==> config.mk <==
export PLATFORM = sky130hd
export DESIGN_NAME = owm_ctrl
export DESIGN_NICKNAME = d
export VERILOG_FILES = /design/src/rtl/owm_pkg.sv /design/src/rtl/owm_tick.sv /design/src/rtl/owm_sync.sv /design/src/rtl/owm_seq.sv /design/src/rtl/owm_ctrl.sv
export SDC_FILE = /design/constraint.sdc
export NUM_CORES = 1
export LEC_CHECK = 0
export ABC_AREA = 1
export BUFFER_PORTS_ARGS = -buffer_cell sky130_fd_sc_hd__buf_4
export CAP_MARGIN = 20
export CORE_UTILIZATION = 40
export DETAILED_ROUTE_END_ITERATION = 8
export SYNTH_ARGS = -nofsm -noshare
export SYNTH_HDL_FRONTEND = slang
export SYNTH_SLANG_ARGS = --single-unit
==> constraint.sdc <==
create_clock -name clk -period 2.37 [get_ports clk]
set_input_delay 0.3555 -clock clk [delete_from_list [all_inputs] [get_ports clk]]
set_output_delay 0.3555 -clock clk [all_outputs]
set_load 0.01 [all_outputs]
==> src/rtl/owm_pkg.sv <==
package owm_pkg;

    typedef enum logic [1:0] {
        CMD_BUS_RESET = 2'b00,
        CMD_WRITE     = 2'b01,
        CMD_READ      = 2'b10,
        CMD_NONE      = 2'b11
    } owm_cmd_e;

    typedef enum logic [1:0] {
        ST_IDLE  = 2'b00,
        ST_RESET = 2'b01,
        ST_SLOT  = 2'b10
    } owm_state_e;

endpackage

==> src/rtl/owm_tick.sv <==
// Microsecond tick generator: one-cycle pulse every CLK_MHZ clocks,
// phase restarted by clear_i.
module owm_tick #(
    parameter int CLK_MHZ = 50
) (
    input  logic clk,
    input  logic rst_n,
    input  logic clear_i,
    output logic tick_o
);
    generate
        if (CLK_MHZ <= 1) begin : g_direct
            assign tick_o = 1'b1;
        end else begin : g_count
            localparam int DIV_W = $clog2(CLK_MHZ);
            localparam logic [DIV_W-1:0] DIV_LAST = DIV_W'(CLK_MHZ - 1);

            logic [DIV_W-1:0] cnt_d, cnt_q;

            always_comb begin
                if (clear_i || cnt_q == DIV_LAST) cnt_d = '0;
                else                              cnt_d = cnt_q + 1'b1;
            end

            always_ff @(posedge clk or negedge rst_n) begin
                if (!rst_n) cnt_q <= '0;
                else        cnt_q <= cnt_d;
            end

            assign tick_o = (cnt_q == DIV_LAST) && !clear_i;
        end
    endgenerate
endmodule

==> src/rtl/owm_sync.sv <==
// Synchronizer chain for the asynchronous bus level; idles high.
module owm_sync #(
    parameter int STAGES = 2
) (
    input  logic clk,
    input  logic rst_n,
    input  logic async_i,
    output logic sync_o
);
    logic [STAGES-1:0] chain_d, chain_q;

    generate
        if (STAGES == 1) begin : g_one
            assign chain_d = async_i;
        end else begin : g_many
            assign chain_d = {chain_q[STAGES-2:0], async_i};
        end
    endgenerate

    always_ff @(posedge clk or negedge rst_n) begin
        if (!rst_n) chain_q <= '1;
        else        chain_q <= chain_d;
    end

    assign sync_o = chain_q[STAGES-1];
endmodule

==> src/rtl/owm_seq.sv <==
// Operation sequencer: reset/presence, write slots and read slots.
module owm_seq
    import owm_pkg::*;
#(
    parameter int T_RSTL = 602,
    parameter int T_MSP  = 72,
    parameter int T_RSTH = 335,
    parameter int T_SLOT = 70,
    parameter int T_W0L  = 63,
    parameter int T_W1L  = 7,
    parameter int T_RL   = 7,
    parameter int T_MSR  = 9,
    parameter int NBITS  = 8
) (
    input  logic             clk,
    input  logic             rst_n,
    input  logic             tick_i,
    input  logic             line_s_i,
    input  logic             start_i,
    input  logic [1:0]       cmd_i,
    input  logic [NBITS-1:0] wdata_i,
    output logic             accept_o,
    output logic             pull_o,
    output logic             busy_o,
    output logic             done_o,
    output logic [NBITS-1:0] rdata_o,
    output logic             present_o
);
    localparam int RST_TOTAL = T_RSTL + T_RSTH;
    localparam int US_W      = $clog2(RST_TOTAL + 1);
    localparam int BIT_W     = (NBITS > 1) ? $clog2(NBITS) : 1;

    localparam logic [US_W-1:0]  REL_M1   = US_W'(T_RSTL - 1);
    localparam logic [US_W-1:0]  PSMP_M1  = US_W'(T_RSTL + T_MSP - 1);
    localparam logic [US_W-1:0]  REND_M1  = US_W'(RST_TOTAL - 1);
    localparam logic [US_W-1:0]  SLOT_M1  = US_W'(T_SLOT - 1);
    localparam logic [US_W-1:0]  W0_M1    = US_W'(T_W0L - 1);
    localparam logic [US_W-1:0]  W1_M1    = US_W'(T_W1L - 1);
    localparam logic [US_W-1:0]  RL_M1    = US_W'(T_RL - 1);
    localparam logic [US_W-1:0]  RSMP_M1  = US_W'(T_MSR - 1);
    localparam logic [BIT_W-1:0] LAST_BIT = BIT_W'(NBITS - 1);

    typedef struct packed {
        owm_state_e       st;
        owm_cmd_e         op;
        logic [US_W-1:0]  us;
        logic [BIT_W-1:0] bitn;
        logic [NBITS-1:0] sh;
        logic [NBITS-1:0] rdata;
        logic             present;
        logic             pull;
        logic             done;
    } seq_t;

    seq_t q, d;
    logic accept;
    logic [US_W-1:0] low_m1;

    assign accept = start_i && (q.st == ST_IDLE) && (owm_cmd_e'(cmd_i) != CMD_NONE);

    always_comb begin
        if (q.op == CMD_WRITE) low_m1 = q.sh[0] ? W1_M1 : W0_M1;
        else                   low_m1 = RL_M1;
    end

    always_comb begin
        d      = q;
        d.done = 1'b0;
        unique case (q.st)
            ST_IDLE: begin
                if (accept) begin
                    d.op   = owm_cmd_e'(cmd_i);
                    d.us   = '0;
                    d.bitn = '0;
                    d.pull = 1'b1;
                    d.sh   = (owm_cmd_e'(cmd_i) == CMD_WRITE) ? wdata_i : '0;
                    d.st   = (owm_cmd_e'(cmd_i) == CMD_BUS_RESET) ? ST_RESET : ST_SLOT;
                end
            end
            ST_RESET: begin
                if (tick_i) begin
                    d.us = q.us + 1'b1;
                    if (q.us == REL_M1) d.pull = 1'b0;
                    if (q.us == PSMP_M1) begin
                        if (line_s_i) begin
                            d.present = 1'b0;
                            d.st      = ST_IDLE;
                            d.done    = 1'b1;
                        end else begin
                            d.sh[0] = 1'b1;
                        end
                    end
                    if (q.us == REND_M1) begin
                        d.present = q.sh[0];
                        d.st      = ST_IDLE;
                        d.done    = 1'b1;
                    end
                end
            end
            ST_SLOT: begin
                if (tick_i) begin
                    d.us = q.us + 1'b1;
                    if (q.us == low_m1) d.pull = 1'b0;
                    if (q.op == CMD_READ && q.us == RSMP_M1)
                        d.sh = {line_s_i, q.sh[NBITS-1:1]};
                    if (q.us == SLOT_M1) begin
                        if (q.bitn == LAST_BIT) begin
                            d.st   = ST_IDLE;
                            d.done = 1'b1;
                            if (q.op == CMD_READ) d.rdata = q.sh;
                        end else begin
                            d.us   = '0;
                            d.bitn = q.bitn + 1'b1;
                            d.pull = 1'b1;
                            if (q.op == CMD_WRITE) d.sh = q.sh >> 1;
                        end
                    end
                end
            end
            default: d.st = ST_IDLE;
        endcase
    end

    always_ff @(posedge clk or negedge rst_n) begin
        if (!rst_n) begin
            q.st      <= ST_IDLE;
            q.op      <= CMD_NONE;
            q.us      <= '0;
            q.bitn    <= '0;
            q.sh      <= '0;
            q.rdata   <= '0;
            q.present <= 1'b0;
            q.pull    <= 1'b0;
            q.done    <= 1'b0;
        end else begin
            q <= d;
        end
    end

    assign accept_o  = accept;
    assign pull_o    = q.pull;
    assign busy_o    = (q.st != ST_IDLE);
    assign done_o    = q.done;
    assign rdata_o   = q.rdata;
    assign present_o = q.present;
endmodule

==> src/rtl/owm_ctrl.sv <==
// Top level: single-wire bus master controller.
module owm_ctrl #(
    parameter int CLK_MHZ     = 50,
    parameter int SYNC_STAGES = 2,
    parameter int T_RSTL      = 602,
    parameter int T_MSP       = 72,
    parameter int T_RSTH      = 68 + 260 + 5 + 2,
    parameter int T_SLOT      = 70,
    parameter int T_W0L       = 63,
    parameter int T_W1L       = 7,
    parameter int T_RL        = 7,
    parameter int T_MSR       = 9
) (
    input  logic       clk,
    input  logic       rst_n,
    input  logic       start_i,
    input  logic [1:0] cmd_i,
    input  logic [7:0] wdata_i,
    input  logic       line_i,
    output logic       line_pull_o,
    output logic       busy_o,
    output logic       done_o,
    output logic [7:0] rdata_o,
    output logic       present_o
);
    logic tick;
    logic line_s;
    logic accept;

    owm_tick #(.CLK_MHZ(CLK_MHZ)) u_tick (
        .clk     (clk),
        .rst_n   (rst_n),
        .clear_i (accept),
        .tick_o  (tick)
    );

    owm_sync #(.STAGES(SYNC_STAGES)) u_sync (
        .clk     (clk),
        .rst_n   (rst_n),
        .async_i (line_i),
        .sync_o  (line_s)
    );

    owm_seq #(
        .T_RSTL (T_RSTL),
        .T_MSP  (T_MSP),
        .T_RSTH (T_RSTH),
        .T_SLOT (T_SLOT),
        .T_W0L  (T_W0L),
        .T_W1L  (T_W1L),
        .T_RL   (T_RL),
        .T_MSR  (T_MSR),
        .NBITS  (8)
    ) u_seq (
        .clk       (clk),
        .rst_n     (rst_n),
        .tick_i    (tick),
        .line_s_i  (line_s),
        .start_i   (start_i),
        .cmd_i     (cmd_i),
        .wdata_i   (wdata_i),
        .accept_o  (accept),
        .pull_o    (line_pull_o),
        .busy_o    (busy_o),
        .done_o    (done_o),
        .rdata_o   (rdata_o),
        .present_o (present_o)
    );
endmodule

==> results.md, run 1 <==
- The run finished with clean final reports.
- The proportion of synthesized area in mux cells is 0%.
- Among all cell types in the netlist, the one instantiated most often is sky130_fd_sc_hd__nand2_1.
- The number of antenna violations at the first check in global routing was 0.
- Clock latency on the worst-skew pair, taken at its later pin, is 300 ps.
- The clock transition at the registers of the reported paths is 90 ps.
- The post-synthesis share of cell area spent on xor and xnor gates is 1.67%.
- The number of clock sinks is 44.
- STA classifies the critical path endpoint as a register.
- The biggest area consumer among synthesized cells is sky130_fd_sc_hd__dfrtp_1.
- Of the cells placed in the final design, the portion with a size suffix greater than 1 is 18.5%.
- The synthesized design contains 0 enable-type register cells.
- In the finished design, the share of the clock period the worst path needs comes to 83.6%.
- The final total negative setup slack is 0 ps.
- The tree is rooted in a sky130_fd_sc_hd__clkbuf_8.
- Pin placement for this block handled 26 I/O pins.
- In this run the power density over the cells is 844 nW/um^2.
- The total internal power is 1460 uW.
- By count the netlist is led by sky130_fd_sc_hd__nand2_1, sky130_fd_sc_hd__dfrtp_1, sky130_fd_sc_hd__inv_1.
- Setup repair after global routing left no endpoint under its margin.
- In the routed layout, each cell is associated on average with a via count of 5.02.
- The sequential fraction of design power is 40.9%.
- Broken down by cell family, the worst path's largest delay share belongs to simple AND/OR/NAND/NOR gates.
- The number of gates resized after CTS was 0.
- The initial core utilization is 41.4%.
- For the pin with the worst max-slew slack, the measured transition is 568 ps.
- The critical path contains buffers and inverters numbering 2 combined.
- The total of warnings raised by yosys is 0.
- The final-report setup violation count is 0.
- For this run, the post-layout net count is 371.
- The net count of the mapped netlist is 349.
- The remaining global-route overflow is 0.
- The final number of max-transition violations came to 0.
- The min-delay analysis places its worst path in the category input pin to async pin.
- The worst endpoint required time is 2550 ps.
- The number of placed instances, taps included, is 415.
- The y dimension of the die is 83.1 microns.
- The placer's final routability congestion estimate is 0.859.
- The total of hold buffers inserted after clock tree synthesis is 0.
- Net switching is 41.0% of the power.
- The worst-path cell with the longest stage delay is sky130_fd_sc_hd__dfrtp_1.
- The flip-flop and latch count after synthesis is 44.
- Relative to the synthesized area, the layout overhead comes to 11.7%.
- The worst setup path category is register to register.
- The adder-cell share of the synthesized area is 5.71%.
- For this block, the via count after detailed routing is 2124.
- The buffers inserted during post-CTS setup optimization is 0.
- The final-report hold violation count is 0.
- Among all flip-flop cells after synthesis, the most frequent one is sky130_fd_sc_hd__dfrtp_1.
- The share of synthesized cell area in and, or, nand and nor gates is 27.0%.
- Summed over all nets, the half-perimeter wirelength after detailed placement is 4100 microns.
- The core outline area is 6350 sq um.
- The tool flagged a number of max-cap violations equal to 0.
- The sequential share of the synthesized area is 42.1%.
- The die covers 6900 sq um.
- TritonCTS built the clock tree.
- Entering global routing, the biggest net connects 45 pins.
- The count of nets left with antenna violations once routing finished came out at 0.
- The number of buffers created by CTS is 5.
- The post-route minimum period is 1980 ps.
- The gate count after technology mapping is 323.
- Along the worst path, the maximum fanout reaches 16.
- After the first detailed-routing iteration, the DRC count stood at 70.
- The launching element type of the critical path is a register.
- Summed over all cells, the static leakage comes to 0.00147 uW.
- Buffers placed on the I/O ports in this run total 25.
- Based on the critical path, the design can be clocked at up to 504 MHz.
- In this run, distinct cell masters in the synthesized netlist total 41.
- The first global-routing pass estimated 9480 microns of wire.
- The share of flip-flops with an asynchronous set or reset is 100%.
- The delay contributed by the slowest stage of the critical path is 400 ps.
- The H-tree was split into 2 levels.
- The antenna diode count is 0.
- The portion of synthesized cell area occupied by the leading cell type is 38.1%.
- Headroom to the max-slew limit came out at 62.1%.
- By area the synthesized netlist is led by sky130_fd_sc_hd__dfrtp_1, sky130_fd_sc_hd__nand2_1, sky130_fd_sc_hd__ha_1, sky130_fd_sc_hd__inv_1, sky130_fd_sc_hd__nor2_1.
- Measured along the x axis, the die boundary spans 83.1 microns.
- In this run, the clock network consumes 20.5% of the power.
- The number of global-route vias before repair is 2083.
- Walking the worst path, the cells encountered are inv_1 > ha_1 > nand3_4 > nand2_4 > nor2_8 > inv_4 > nor3_4 > nand3_4 > nand2_1 > o21ai_2.
- In the final routed layout, each cell accounts on average for 12.7 microns.
- The first TritonRoute pass finished after 4 iterations.
- In this run the core area contains 29 standard-cell rows.
- The compound-gate portion of the synthesized area is 14.3%.
- The main combinational cell family by area after synthesis is simple AND/OR/NAND/NOR gates.
- Counting along the longest clock path gives a buffer depth of 2.
- The number of non-filler instances in the completed layout is 423.
- Summed over all nets, the switching power comes to 1020 uW.
- The filler cells instantiated in the layout total 638.
- The residual DRC count is 0.
- The worst supply voltage drop on vdd is 394 uV.
- The post-synthesis instance area is 2630 sq um.
- The arrival time at the worst endpoint is 2160 ps.
- Final hold analysis gives a worst-case slack of 45.3 ps.
- The flop-to-flop setup slack is 390 ps.
- In the global route stage, overall resource usage came out at 17.0%.
- Measured on the finished design, the core utilization comes to 46.2%.
- Among the stages of the critical path, the cell type that occurs most often is sky130_fd_sc_hd__nand3_4.
- Averaged over all synthesized cells, the footprint is 8.13 sq um.
- On the final layout, the worst clock skew is 16.1 ps.
- Combinational cells account for 38.6% of the total power.
- The overall routed net length is 5350 microns.
area by class of cell:
type | count | area [sq um] | area share [%]
Multi-Input combinational cell | 226 | 1280 | 43.6
Sequential cell | 44 | 1110 | 37.7
Timing Repair Buffer | 26 | 195 | 6.65
Inverter | 42 | 160 | 5.46
Tap cell | 77 | 96.3 | 3.28
Clock buffer | 6 | 82.6 | 2.81
Clock inverter | 2 | 13.8 | 0.469
worst reg2reg max path: cells and delay by family, from the launching register on:
family / cells / cell delay, ps
simple gates: 6 / 980
flops: 1 / 400
fa+ha+maj: 1 / 280
buf+inv: 2 / 150
compound gates: 1 / 60
metrics by stage:
stage | total power, uW | cell area [sq um] | worst slack (ps)
floorplan | 1700 | 2630 | 637
global placement | 1990 | 2840 | 399
detailed placement | 2000 | 2840 | 395
CTS | 2510 | 2940 | 361
global route | 2680 | 2940 | 147
finish | 2480 | 2940 | 388
cells by family (layout without fill, tap and decap cells):
group / after synthesis / after routing
and+or+nand+nor: 150 / 150
AOI/OAI and AO/OA: 59 / 59
buffers and inverters: 53 / 76
DFF: 44 / 44
adders and majority gates: 12 / 12
xor gates and xnor gates: 5 / 5
power by group through the flow:
stage | Clock [uW] | Combinational (uW) | Sequential [uW]
2_1_floorplan | 0 | 697 | 1000
3_3_place_gp | 0 | 962 | 1020
3_5_place_dp | 0 | 971 | 1030
4_1_cts | 523 | 972 | 1010
5_1_grt | 554 | 1090 | 1040
6_report | 508 | 957 | 1010
path summary, 6_finish.rpt:
path,start,to,cells after the start
min in group clk,line_i,u_sync.chain_q[0],1
worst max-delay path,u_seq.q[34],u_seq.rdata_o[0],10
max in group asynchronous,rst_n,u_seq.pull_o,1
worst min-delay path,rst_n,u_seq.q[11],1
worst min register to register,u_sync.chain_q[0],u_sync.chain_q[1],0
worst max register to register,u_seq.q[34],u_seq.rdata_o[0],10
routing by layer:
metal	vias to the layer above	GRT usage [%]	wire length, microns
met5	-	0	0
met4	0	4.70	76
met3	7	3.48	171
met2	33	27.8	2450
met1	990	22.8	2650
li1	1094	-	-
state kept, by name, indices dropped and copies added (netlist names):
register and count:
u_seq.present_o 1, u_sync.chain_q 2, u_seq.rdata_o 8, u_tick.g_count.cnt_q 6, u_seq.done_o 1, u_seq.q 25
u_seq.pull_o 1
cell usage in the layout (no fill, tap or decap), drive strengths merged:
| cell | count |
|---|---|
| dfstp | 4 |
| a22oi | 6 |
| buf | 26 |
| o22ai | 1 |
| nor3 | 8 |
| xnor2 | 1 |
| a21boi | 1 |
| a31oi | 1 |
| o211ai | 6 |
| nand3b | 2 |
| a21o | 1 |
| nand4 | 4 |
| nand2 | 77 |
| a21oi | 12 |
| clkinv | 1 |
| xor2 | 4 |
| nor2 | 37 |
| o31ai | 1 |
| ha | 12 |
| inv | 43 |
| clkbuf | 6 |
| o2111ai | 1 |
| o21ai | 29 |
| nand3 | 18 |
| and3 | 2 |
| dfrtp | 40 |
| nor3b | 2 |
Note: power is estimated with default switching activity, not from simulation.
==> inputs of run 2 (changes only) <==
Clock period 2.37 ns to 2.1 ns, I/O delays scaled along.
==> run 2 against run 1 <==
  * The flow now finishes with violations (negative hold slack)
  * Largest power group unchanged
  * Critical endpoint unchanged
  * Clock power is 33% higher
  * Maximum frequency is 3.5% higher
  * Non-clock buffer count is 6 higher
==> results.md, run 2 (synthesized netlist as in run 1, its figures left out) <==
- The average wire per standard cell is 13.3 microns (+5.4%).
- The worst supply voltage drop on vdd came to 445 uV (+13%).
- The leading cell type in the layout, fill and taps excluded is sky130_fd_sc_hd__nand2_1.
- The H-tree depth is 2 (unchanged).
- The worst-case reg-to-reg path depth is 10 (unchanged).
- The final total negative setup slack is 0 ps (unchanged).
- The count of vias placed by the detailed router is 2181 (+2.7%).
- The final standard cell area without fillers was 3030 sq um (+3.1%).
- Setup repair after global routing could not meet its margin everywhere.
- The detailed-route vias per instance is 5.07 (+1.0%).
- The checks that failed: negative hold slack.
- The ratio of cells with drive above 1 in the final layout is 20.4% (+1.9 points).
- The static leakage power is 0.00152 uW (+3.3%).
- The flow ran to the end, but the final reports show violations.
- TritonCTS built the clock tree.
- The initial detailed-routing violation count was 89 (+27%).
- The end of the worst register-to-register path is u_seq.rdata_o[0].
- The number of flip-flops under the largest register name is 25 (unchanged).
- The final number of max-transition violations is 0 (unchanged).
- The core outline area is 6350 sq um (unchanged).
- The residual DRC count is 0 (unchanged).
- The global-route wire length before repair is 9680 microns (+2.1%).
- The initial core utilization is 41.4% (unchanged).
- The final-report setup violation count is 0 (unchanged).
- The type of the tightest min-delay check is input pin to async pin.
- The count of nets after finishing is 378 (+1.9%).
- The cell row count came to 29 (unchanged).
- The post-route clock skew is 10.2 ps (-5.88 ps).
- The overall fraction of global-route tracks in use is 17.6% (+0.57 points).
- The post-route minimum period was 1920 ps (-66.1 ps).
- The antenna diode count came to 0 (unchanged).
- The detailed-routing iteration count for the pre-antenna-repair pass is 4 (unchanged).
- The number of antenna violations at the first check in global routing is 0 (unchanged).
- The y dimension of the die is 83.1 microns (unchanged).
- The width of the die is 83.1 microns (unchanged).
- Leaving out fill and tap cells, the most frequent cells in the layout are sky130_fd_sc_hd__nand2_1, sky130_fd_sc_hd__dfrtp_1, sky130_fd_sc_hd__inv_1.
- The number of buffers created by CTS is 5 (unchanged).
- The placer's final routability congestion estimate is 0.886 (+3.1%).
- The number of clock sinks is 44 (unchanged).
- The number of buffers added on ports is 25 (unchanged).
- The total of hold buffers inserted after clock tree synthesis is 0 (unchanged).
- The number of routed nets with antenna violations is 0 (unchanged).
- The power density relative to cell area was 977 nW/um^2 (+16%).
- The number of maximum-capacitance constraint violations was 0 (unchanged).
- The final-report hold violation count came to 15 (+15).
- The beginning of the worst register-to-register path is u_seq.q[34].
- The largest register by flop count is u_seq.q.
- The maximum root-to-sink buffer count came to 2 (unchanged).
- The kind of end point of the critical path is a register.
- The floorplan die area is 6900 sq um (unchanged).
- The worst setup path category is register to register.
- The transition time of the tightest slew-check pin was 562 ps (-6.20 ps).
- The worst hold margin came to -13.0 ps (-58.2 ps).
- The launching element type of the critical path is a register.
- The number of filler instances in the final layout is 620 (-2.8%).
- The overall routed net length is 5740 microns (+7.2%).
- The fraction of the cycle the final worst path needs is 91.3% (+7.6 points).
- The insertion delay to the later sink of the worst-skew pair is 310 ps (about the same).
- The maximum number of pins on one net before global-route repair is 45 (unchanged).
- The arrival time at the worst endpoint is 2110 ps (-50 ps).
- The placed instance area is 2870 sq um (+1.1%).
- The HPWL reported at the end of detailed placement was 4280 microns (+4.3%).
- The post-synthesis to final-layout area growth is 15.1%.
- The number of global-route vias before repair is 2073 (-0.48%).
- The I/O pin total is 26 (unchanged).
- The total instance count after detailed placement was 419 (+0.96%).
- The flop-to-flop setup slack came to 180 ps (-200 ps).
- The number of non-filler instances in the completed layout is 430 (+1.7%).
- The remaining global-route overflow is 0 (unchanged).
- The root buffer selected by CTS is sky130_fd_sc_hd__clkbuf_8.
- The worst slew slack as a fraction of its limit is 62.5% (+0.41 points).
- The achievable frequency is 522 MHz (+3.5%).
- The clock transition at the registers of the reported paths was 90 ps (about the same).
- The largest fanout of any net on the critical path is 8 (-8).
- The worst endpoint required time is 2290 ps (-260 ps).
-- run 2: layout make-up --
type	instances	area, sq um	share of cell area, %
multi-input cells	227	1310	43.2
well taps	77	96.3	3.18
repair buffers	32	240	7.94
clock inverters	3	46.3	1.53
flip-flops and latches	44	1110	36.6
clock buffers	5	68.8	2.27
inverters	42	160	5.29
-- run 2: power by group --
part           switching [uW]  total (uW)  internal (uW)
Combinational             741        1130            388
Clock                     315         674            358
Sequential                128        1150           1020
Total                    1180        2950           1770
-- run 2: worst max-delay path by stage --
stage / endpoint / cells after the start / slack [ps] / startpoint
floorplan: u_seq.rdata_o[1] / 11 / 370 / u_seq.q[34]
global placement: u_seq.rdata_o[0] / 10 / 120 / u_seq.q[35]
detailed placement: u_seq.rdata_o[0] / 10 / 120 / u_seq.q[34]
CTS: u_seq.rdata_o[0] / 10 / 70 / u_seq.q[34]
global route: u_seq.q[31] / 10 / 7 / u_seq.q[34]
finish: u_seq.rdata_o[0] / 10 / 180 / u_seq.q[34]
-- run 2: what timing repair did --
action	4_1_cts	5_1_grt
gates resized for setup	0	3
setup endpoints to repair	0	9
buffers inserted	0	2
-- run 2: per-layer routing --
metal	vias up	GRT usage (%)	wire, microns
li1	1108	-	-
met1	1002	23.8	2670
met2	57	27.2	2660
met3	14	3.38	247
met4	0	7.99	159
met5	-	0	0
-- run 2: critical path, cell delays in order, from the launching register on --
cell	delay, ps
sky130_fd_sc_hd__dfrtp_1	400
sky130_fd_sc_hd__inv_1	80
sky130_fd_sc_hd__ha_2	230
sky130_fd_sc_hd__nand3_4	120
sky130_fd_sc_hd__nand2_4	90
sky130_fd_sc_hd__nor2_8	140
sky130_fd_sc_hd__inv_4	60
sky130_fd_sc_hd__nor3_4	330
sky130_fd_sc_hd__nand3_4	180
sky130_fd_sc_hd__nand2_1	110
sky130_fd_sc_hd__o21ai_2	50
-- run 2: metrics by stage --
step           hold WS (ps)  worst slack, ps  utilization (%)  total power [uW]
2_1_floorplan          19.4              367                -              1920
3_3_place_gp            346              120             45.2              2250
3_5_place_dp            347              116             45.2              2270
4_1_cts                18.2             69.8             47.0              2960
5_1_grt                53.6             6.50             47.6              3200
6_report              -13.0              184             47.6              2950
